File: config.mk
export PLATFORM = sky130hd
export DESIGN_NAME = ext_bus_seq
export DESIGN_NICKNAME = d
export VERILOG_FILES = /design/src/rtl/ebs_pkg.sv /design/src/rtl/ebs_cfg_bank.sv /design/src/rtl/ebs_sync2.sv /design/src/rtl/ebs_seq.sv /design/src/rtl/ext_bus_seq.sv
export SDC_FILE = /design/constraint.sdc
export NUM_CORES = 1
export LEC_CHECK = 0
export BUFFER_PORTS_ARGS = -buffer_cell sky130_fd_sc_hd__buf_2
export CAP_MARGIN = 20
export CORE_MARGIN = 5
export CORE_UTILIZATION = 45
export DETAILED_ROUTE_END_ITERATION = 8
export PLACE_DENSITY = 0.72
export SLEW_MARGIN = 25
export SYNTH_ARGS = -nofsm -noshare
export SYNTH_HDL_FRONTEND = slang
export SYNTH_HIERARCHICAL = 1
export SYNTH_SLANG_ARGS = --single-unit
File: constraint.sdc
create_clock -name clk -period 3.6 [get_ports clk]
set_input_delay 0.36 -clock clk [delete_from_list [all_inputs] [get_ports clk]]
set_output_delay 0.36 -clock clk [all_outputs]
set_load 0.005 [all_outputs]
File: src/rtl/ebs_pkg.sv
package ebs_pkg;
  localparam int CFG_W  = 12;
  localparam int WAIT_W = 4;

  typedef struct packed {
    logic              swc;       // 11: turnaround when leaving
    logic              active;    // 10: window enable
    logic [1:0]        width;     // 9:8: 00 byte, 10 word, x1 reserved
    logic              early_wr;  // 7
    logic              rel;       // 6: release cycle after hold
    logic              dly;       // 5: extra setup cycle
    logic              rdy_en;    // 4: READY handshaking
    logic [WAIT_W-1:0] wait_n;    // 3:0
  } win_cfg_t;

  typedef enum logic [2:0] {
    PH_IDLE, PH_TURN, PH_SETUP, PH_DELAY, PH_STROBE, PH_HOLD, PH_REL
  } phase_t;

  function automatic logic cfg_rejects(win_cfg_t c, logic [1:0] be);
    return !c.active || c.width[0] || (be == 2'b00);
  endfunction

  function automatic logic is_narrow(win_cfg_t c);
    return c.width == 2'b00;
  endfunction

  function automatic logic needs_split(win_cfg_t c, logic [1:0] be);
    return is_narrow(c) && (be == 2'b11);
  endfunction

  function automatic logic needs_turn(logic have_last, logic last_swc, logic same_win);
    return have_last && last_swc && !same_win;
  endfunction
endpackage

File: src/rtl/ebs_cfg_bank.sv
module ebs_cfg_bank import ebs_pkg::*; #(
  parameter int NWIN = 4,
  localparam int SELW = $clog2(NWIN)
) (
  input  logic             clk,
  input  logic             rst_n,
  input  logic             we,
  input  logic [SELW-1:0]  sel,
  input  logic [CFG_W-1:0] wdata,
  output logic [CFG_W-1:0] rdata,
  input  logic [SELW-1:0]  req_win,
  output win_cfg_t         req_cfg
);
  win_cfg_t regs [NWIN];

  for (genvar g = 0; g < NWIN; g++) begin : g_reg
    always_ff @(posedge clk or negedge rst_n) begin
      if (!rst_n)                            regs[g] <= '0;
      else if (we && (sel == SELW'(g)))      regs[g] <= win_cfg_t'(wdata);
    end
  end

  assign rdata   = regs[sel];
  assign req_cfg = regs[req_win];
endmodule

File: src/rtl/ebs_sync2.sv
module ebs_sync2 (
  input  logic clk,
  input  logic rst_n,
  input  logic d,
  output logic q
);
  logic [1:0] stg;
  always_ff @(posedge clk or negedge rst_n) begin
    if (!rst_n) stg <= 2'b00;
    else        stg <= {stg[0], d};
  end
  assign q = stg[1];
endmodule

File: src/rtl/ebs_seq.sv
module ebs_seq import ebs_pkg::*; #(
  parameter int NWIN = 4,
  parameter int AW   = 16,
  localparam int SELW = $clog2(NWIN)
) (
  input  logic            clk,
  input  logic            rst_n,
  input  logic            req_valid,
  input  logic [SELW-1:0] req_win,
  input  logic [AW-1:0]   req_addr,
  input  logic            req_write,
  input  logic [1:0]      req_be,
  input  logic [15:0]     req_wdata,
  input  win_cfg_t        req_cfg,
  output logic            req_ready,
  output logic            rsp_valid,
  output logic            rsp_err,
  output logic [15:0]     rsp_rdata,
  output logic [AW-1:0]   bus_addr,
  output logic [NWIN-1:0] bus_cs,
  output logic            bus_rd,
  output logic            bus_wr,
  output logic [1:0]      bus_be,
  output logic [15:0]     bus_dout,
  output logic            bus_oe,
  input  logic [15:0]     bus_din,
  input  logic            rdy_s,
  output win_cfg_t        act_cfg,
  output logic            strobe_phase,
  output logic            turn_cycle
);
  phase_t            phase;
  win_cfg_t          cfg_q;
  logic [SELW-1:0]   win_q, last_win;
  logic [AW-1:0]     addr_q;
  logic              wr_q, hi_byte, split_q, have_last, last_swc;
  logic [1:0]        be_q;
  logic [15:0]       wdata_q, rdata_q;
  logic [WAIT_W-1:0] cnt;
  logic              rsp_v_q, rsp_e_q;

  // named internal events
  logic drive, narrow, strobe_done, byte_end, reject_now;
  assign drive       = (phase == PH_SETUP) || (phase == PH_DELAY) ||
                       (phase == PH_STROBE) || (phase == PH_HOLD);
  assign narrow      = is_narrow(cfg_q);
  assign strobe_done = cfg_q.rdy_en ? rdy_s : (cnt == '0);
  assign byte_end    = ((phase == PH_HOLD) && !cfg_q.rel) || (phase == PH_REL);
  assign reject_now  = cfg_rejects(req_cfg, req_be);

  always_ff @(posedge clk or negedge rst_n) begin
    if (!rst_n) begin
      phase <= PH_IDLE;  cfg_q <= '0;  win_q <= '0;  last_win <= '0;
      addr_q <= '0;  wr_q <= 1'b0;  hi_byte <= 1'b0;  split_q <= 1'b0;
      have_last <= 1'b0;  last_swc <= 1'b0;  be_q <= '0;  wdata_q <= '0;
      rdata_q <= '0;  cnt <= '0;  rsp_v_q <= 1'b0;  rsp_e_q <= 1'b0;
    end else begin
      rsp_v_q <= 1'b0;
      unique case (phase)
        PH_IDLE: if (req_valid) begin
          cfg_q <= req_cfg;  win_q <= req_win;  addr_q <= req_addr;
          wr_q <= req_write;  be_q <= req_be;  wdata_q <= req_wdata;
          hi_byte <= is_narrow(req_cfg) && (req_be == 2'b10);
          split_q <= needs_split(req_cfg, req_be);
          rdata_q <= '0;
          if (reject_now) begin
            rsp_v_q <= 1'b1;  rsp_e_q <= 1'b1;
          end else if (needs_turn(have_last, last_swc, last_win == req_win)) begin
            phase <= PH_TURN;
          end else begin
            phase <= PH_SETUP;
          end
        end
        PH_TURN:  phase <= PH_SETUP;
        PH_SETUP: begin
          cnt   <= cfg_q.wait_n;
          phase <= cfg_q.dly ? PH_DELAY : PH_STROBE;
        end
        PH_DELAY: phase <= PH_STROBE;
        PH_STROBE: if (strobe_done) begin
          if (!wr_q) begin
            if (!narrow)      rdata_q       <= bus_din;
            else if (hi_byte) rdata_q[15:8] <= bus_din[7:0];
            else              rdata_q[7:0]  <= bus_din[7:0];
          end
          phase <= PH_HOLD;
        end else if (!cfg_q.rdy_en) begin
          cnt <= cnt - 1'b1;
        end
        PH_HOLD:  if (cfg_q.rel) phase <= PH_REL;
        PH_REL:   ;
        default:  phase <= PH_IDLE;
      endcase
      if (byte_end) begin
        if (split_q) begin
          split_q <= 1'b0;  hi_byte <= 1'b1;  phase <= PH_SETUP;
        end else begin
          phase <= PH_IDLE;  rsp_v_q <= 1'b1;  rsp_e_q <= 1'b0;
          have_last <= 1'b1;  last_win <= win_q;  last_swc <= cfg_q.swc;
        end
      end
    end
  end

  for (genvar g = 0; g < NWIN; g++) begin : g_cs
    assign bus_cs[g] = drive && (win_q == SELW'(g));
  end

  assign req_ready    = (phase == PH_IDLE);
  assign rsp_valid    = rsp_v_q;
  assign rsp_err      = rsp_e_q;
  assign rsp_rdata    = rdata_q;
  assign bus_rd       = (phase == PH_STROBE) && !wr_q;
  assign bus_wr       = wr_q && ((phase == PH_STROBE) ||
                                 ((phase == PH_HOLD) && !cfg_q.early_wr));
  assign bus_oe       = drive && wr_q;
  assign bus_addr     = addr_q + AW'(narrow && hi_byte);
  assign bus_be       = narrow ? 2'b01 : be_q;
  assign bus_dout     = narrow ? {8'h00, hi_byte ? wdata_q[15:8] : wdata_q[7:0]} : wdata_q;
  assign act_cfg      = cfg_q;
  assign strobe_phase = (phase == PH_STROBE);
  assign turn_cycle   = (phase == PH_TURN);
endmodule

File: src/rtl/ext_bus_seq.sv
module ext_bus_seq import ebs_pkg::*; #(
  parameter int NWIN = 4,
  parameter int AW   = 16,
  localparam int SELW = $clog2(NWIN)
) (
  input  logic             clk,
  input  logic             rst_n,
  input  logic             cfg_we,
  input  logic [SELW-1:0]  cfg_sel,
  input  logic [CFG_W-1:0] cfg_wdata,
  output logic [CFG_W-1:0] cfg_rdata,
  input  logic             req_valid,
  output logic             req_ready,
  input  logic [SELW-1:0]  req_win,
  input  logic [AW-1:0]    req_addr,
  input  logic             req_write,
  input  logic [1:0]       req_be,
  input  logic [15:0]      req_wdata,
  output logic             rsp_valid,
  output logic             rsp_err,
  output logic [15:0]      rsp_rdata,
  output logic [AW-1:0]    bus_addr,
  output logic [NWIN-1:0]  bus_cs,
  output logic             bus_rd,
  output logic             bus_wr,
  output logic [1:0]       bus_be,
  output logic [15:0]      bus_dout,
  output logic             bus_oe,
  input  logic [15:0]      bus_din,
  input  logic             bus_ready
);
  win_cfg_t req_cfg, act_cfg;
  logic     rdy_s, strobe_phase, turn_cycle;

  ebs_cfg_bank #(.NWIN(NWIN)) u_bank (
    .clk(clk), .rst_n(rst_n), .we(cfg_we), .sel(cfg_sel), .wdata(cfg_wdata),
    .rdata(cfg_rdata), .req_win(req_win), .req_cfg(req_cfg)
  );

  ebs_sync2 u_rdy (.clk(clk), .rst_n(rst_n), .d(bus_ready), .q(rdy_s));

  ebs_seq #(.NWIN(NWIN), .AW(AW)) u_seq (
    .clk(clk), .rst_n(rst_n), .req_valid(req_valid), .req_win(req_win),
    .req_addr(req_addr), .req_write(req_write), .req_be(req_be),
    .req_wdata(req_wdata), .req_cfg(req_cfg), .req_ready(req_ready),
    .rsp_valid(rsp_valid), .rsp_err(rsp_err), .rsp_rdata(rsp_rdata),
    .bus_addr(bus_addr), .bus_cs(bus_cs), .bus_rd(bus_rd), .bus_wr(bus_wr),
    .bus_be(bus_be), .bus_dout(bus_dout), .bus_oe(bus_oe), .bus_din(bus_din),
    .rdy_s(rdy_s), .act_cfg(act_cfg), .strobe_phase(strobe_phase),
    .turn_cycle(turn_cycle)
  );
endmodule

### Word level (Yosys, flattened, before mapping)

Cells that the tools add are included.

* flip-flop bits (word level): 129
* bits of input ports: 72
* output and inout port bits: 72
* word-level logic and storage cells: 182

* $add $sub $neg: 2
* order comparisons: 2
* eq/ne operators: 27
* multiplexer cells: 47
* bitwise operators: 3
* reductions and logical operators: 45

Operators by type and width (count)
* $mux 16: 5
* $bmux 12 s2: 2
* $mux 12: 4
* $pmux 16 s2: 1
* $mux 8: 3
* $pmux 3 s7: 1
* $mux 1: 19
* $logic_and 1x1->1: 18
* $mux 3: 6
* $add 16x1->16: 1
* $reduce_and 5->1: 3
* $eq 2x2->1 const B: 6
* $logic_not 2->1: 5
* $eq 3x3->1 const B: 3
* $ne 3x2->1 const B: 3
* $mux 4: 2
* $ne 2x2->1 const B: 4
* $pmux 4 s2: 1
* $logic_or 1x1->1: 7
* $eq 3x2->1 const B: 2
* $ge 3x3->1 const B: 2
* $mux 2: 3
* $ne 3x1->1 const B: 2
* $not 2->3: 2
* other kinds (13): 21

### Longest topological paths before layout

* word-level depth: 12
* mapped depth: 8

### Modules after synthesis

The synthesis kept the hierarchy.

Modules (own cells, without submodules)
* ebs_seq: times used 1, cells each 423, area each 3923.8 sq um
* ebs_cfg_bank: times used 1, cells each 134, area each 2389.8 sq um
* ebs_sync2: times used 1, cells each 2, area each 50.0 sq um

### Worst setup path before layout

Ideal clock, no wire load.

* path kind: flip-flop to output port
* from: register u_seq.cfg_q, in the netlist u_seq/act_cfg[9]
* to: output bus_addr[14]
* data arrival time: 1.913 ns
* path slack: 1.327 ns
* stages on the path, launching flop included: 9
* path buffers: 1
* cell sequence: dfrtp_1 nor3b_1 buf_2 ha_1 ha_1 nand2_1 nor3_1 nand4_1 xnor2_1

* cells in the longest elaborated chain, start to end: 3

Ends and longest elaborated chain
* start, declared: line ebs_seq.sv:33 `win_cfg_t cfg_q;`
* start signal, assigned: line ebs_seq.sv:61 `cfg_q <= req_cfg; win_q <= req_win; addr_q <= req_addr;`
* $logic_not 2->1: line ebs_pkg.sv:25 `return c.width == 2'b00;`
* $logic_and 1x1->1: line ebs_seq.sv:117 `assign bus_addr = addr_q + AW'(narrow && hi_byte);`
* $add 16x1->16: line ebs_seq.sv:117
* end, declared: line ext_bus_seq.sv:22 `output logic [AW-1:0] bus_addr,`

No other way between the ends.

### Final worst setup path

Ends and elaborated chain as after synthesis.

==> flow_metrics.tcl <==
set metrics [dict create \
    core_sq_mm 0.01383 \
    vias_per_cell 5.307 \
    cp_slowest_cell "dfrtp_1" \
    switching_share_pct 33.95 \
    hp-class "primary input to asynchronous set/reset pin" \
    crit_path_start_kind "flip-flop" \
    critPathTopFamily "simple AND/OR/NAND/NOR gates" \
    grt_pass1_vias 5033 \
    power.internal_w 0.003997 \
    n_fill_cell 1139 \
    n_antenna_cell 0 \
    cts-root-buf "clkbuf_16" \
    die_x_microns 128.5 \
    row_count 43 \
    critPathBufInv 1 \
    worst_ep_arrival_time_ns 2.48 \
    maxSlewViolCount 0 \
    reg2reg_depth 4 \
    initial_core_util_pct 45.71 \
    syn_to_final_growth_pct 22.23 \
    ios 144 \
    p_per_area_mw_per_mm2 783.4 \
    hpwlAfterDp_mm 10.66 \
    max_stage_delay_ns 0.44 \
    antenna_found_initial 0 \
    rr_endpoint "u_seq/split_q$_DFF_PN0_" \
    postRouteAntennaNets 0 \
    yosys_warnings 6 \
    overflow 0 \
    synth_nets 629 \
    die_h_microns 128.5 \
    required_ns 3.24 \
    grt_pass1_wl_mm 24.74 \
    synthCells 554 \
    worstSetupEndpoint "bus_addr[14]" \
    initialDrtViolationCount 306 \
    fmax_ghz 0.3516 \
    timing.final.crit_share_pct 79.01 \
    drive_above_1_share_pct 38.92 \
    crit_top_cell "ha_1" \
    p_leak_nw 3.765 \
    path_clk_slew_ns 0.05 \
    finalHoldViolCount 0 \
    io_buffers 143 \
    setup_viol 0 \
    peakVddDrop_v 0.0003848 \
    drc_errors 0 \
    p_total_w 0.006052 \
    crit_type "flip-flop to output port" \
    synth_area_sq_mm 0.006320 \
    clk_latency_ns 0.42 \
    place_congestion 0.8472 \
    vias 4691 \
    first_pass_iters 4 \
    period_needed_ns 2.844 \
    layout.nets 766 \
    cts.sinks 129 \
    crit_fanout 4 \
    clkPwrFrac_pct 26.6 \
    r2r_start "u_seq/phase[2]$_DFFE_PN0P_" \
    grt_max_degree 69 \
    finalWirelength_mm 15.24 \
    post-cts-setup-buffer-count 0 \
    crit_cells 8 \
    dieArea_sq_mm 0.01651 \
    worst_slew_pin_slew_ns 0.9324 \
    grt_usage_pct 19.07 \
    clock_path_buffers 2 \
    switchingPower_w 0.002055 \
    cts_buffers 17 \
    combPwrFrac_pct 33.9 \
    cts_hold_buf 0 \
    status "complete, no violations" \
    cts_tree "done" \
    htree_levels 4 \
    synthesis.area_per_instance_sq_um 11.41 \
    crit_chain "nor3b_2 > ha_1 > ha_1 > nand2_1 > nor3_1 > nand4_1 > xnor2_1 > buf_2" \
    cp-startpoint "u_seq/act_cfg[9]$_DFFE_PN0P_" \
    drv_cap 0 \
    r2r_slack_ns 1.37 \
    wl_per_cell_microns 17.24 \
    rsz0062_at_grt "false" \
    pwr-share-seq_pct 39.4 \
    clock_skew_ns 0.007934 \
    setup_tns_ns 0 \
    max_slew_margin_pct 37.84 \
    crit_path_end_kind "output port" \
    cts_resized 0 \
]
[worst reg2reg max path: cells and delay by family, from the launching register on]
family             cells  cell delay, ns
and+or+nand+nor        3            1.38
DFF                    1            0.56
AOI/OAI and AO/OA      1            0.21
[per-layer routing]
metal | GRT usage [%] | up-vias | share of wire (%)
met3 | 5.645 | 20 | 5.3
met2 | 32.67 | 113 | 51
met4 | 6.177 | 0 | 1.4
met5 | 0 | - | 0
li1 | - | 2206 | -
met1 | 23.21 | 2352 | 42
[cell type report]
cell class / count / area, sq um / area share (%)
multi-input cells: 390 / 2925 / 37.87
well taps: 180 / 225.2 / 2.915
repair buffers: 147 / 760.7 / 9.848
inverters: 6 / 22.52 / 0.2915
clock buffers: 27 / 513.0 / 6.641
flip-flops and latches: 129 / 3228 / 41.79
clock inverters: 5 / 50.05 / 0.6479
[worst min path at each step]
stage	from	end
global placement	u_rdy/stg[0]$_DFF_PN0_	u_rdy/stg[1]$_DFF_PN0_
floorplan	rst_n	u_bank/regs[0]$_DFFE_PN0P_
CTS	bus_ready	u_rdy/stg[0]$_DFF_PN0_
global route	bus_ready	u_rdy/stg[0]$_DFF_PN0_
detailed placement	u_rdy/stg[0]$_DFF_PN0_	u_rdy/stg[1]$_DFF_PN0_
finish	rst_n	u_seq/wdata_q[11]$_DFFE_PN0P_
[power groups by stage]
stage | registers, W | clock network (W) | logic [W]
2_1_floorplan | 0.00226 | 0 | 0.00142
3_3_place_gp | 0.00236 | 0 | 0.00201
3_5_place_dp | 0.00240 | 0 | 0.00207
4_1_cts | 0.00238 | 0.00166 | 0.00209
5_1_grt | 0.00246 | 0.00172 | 0.00230
6_report | 0.00239 | 0.00161 | 0.00205
[sequential cells by signal, indices dropped and copies added, names as in the netlist, 2 cells and up]
name and cells:
u_bank/regs 48, u_seq/cnt 4, u_seq/rsp_rdata 16, u_seq/be_q 2
u_seq/phase 3, u_seq/last_win 2, u_seq/wdata_q 16, u_rdy/stg 2
u_seq/addr_q 16, u_seq/act_cfg 11, u_seq/win_q 2
[placed cells by master, fill, tap and decap left out, types with 3 or more instances in the layout]
cell and n:
a211oi_1 3, a21oi_1 5, a22o_1 8, buf_2 142, buf_4 4, clkbuf_1 5
clkbuf_16 17, clkbuf_8 5, clkinv_2 4, dfrtp_1 129, ha_1 3, inv_1 6
mux2_2 60, mux2i_1 8, mux4_2 24, nand2_1 158, nand2b_1 5, nand3_1 7
nand4_1 4, nor2_1 16, nor2b_1 14, nor3_1 6, o21ai_0 6, o2bb2ai_1 8
xnor2_1 12, xor2_1 4
[metrics by stage]
step / std cells / setup slack (ns) / hold slack, ns / util, % / instance area (sq um)
4_1_cts: 884 / 0.7745 / 0.02963 / 55.81 / 7717
3_5_place_dp: 852 / 1.236 / 0.3490 / 51.74 / 7154
2_1_floorplan: 554 / 1.327 / 0.06441 / - / 6320
6_report: 884 / 0.7555 / 0.04775 / 55.87 / 7725
3_3_place_gp: 852 / 1.291 / 0.3492 / 51.74 / 7154
5_1_grt: 884 / 0.5854 / 0.03322 / 55.87 / 7725
No activity file was read; power rests on OpenSTA's default activity.
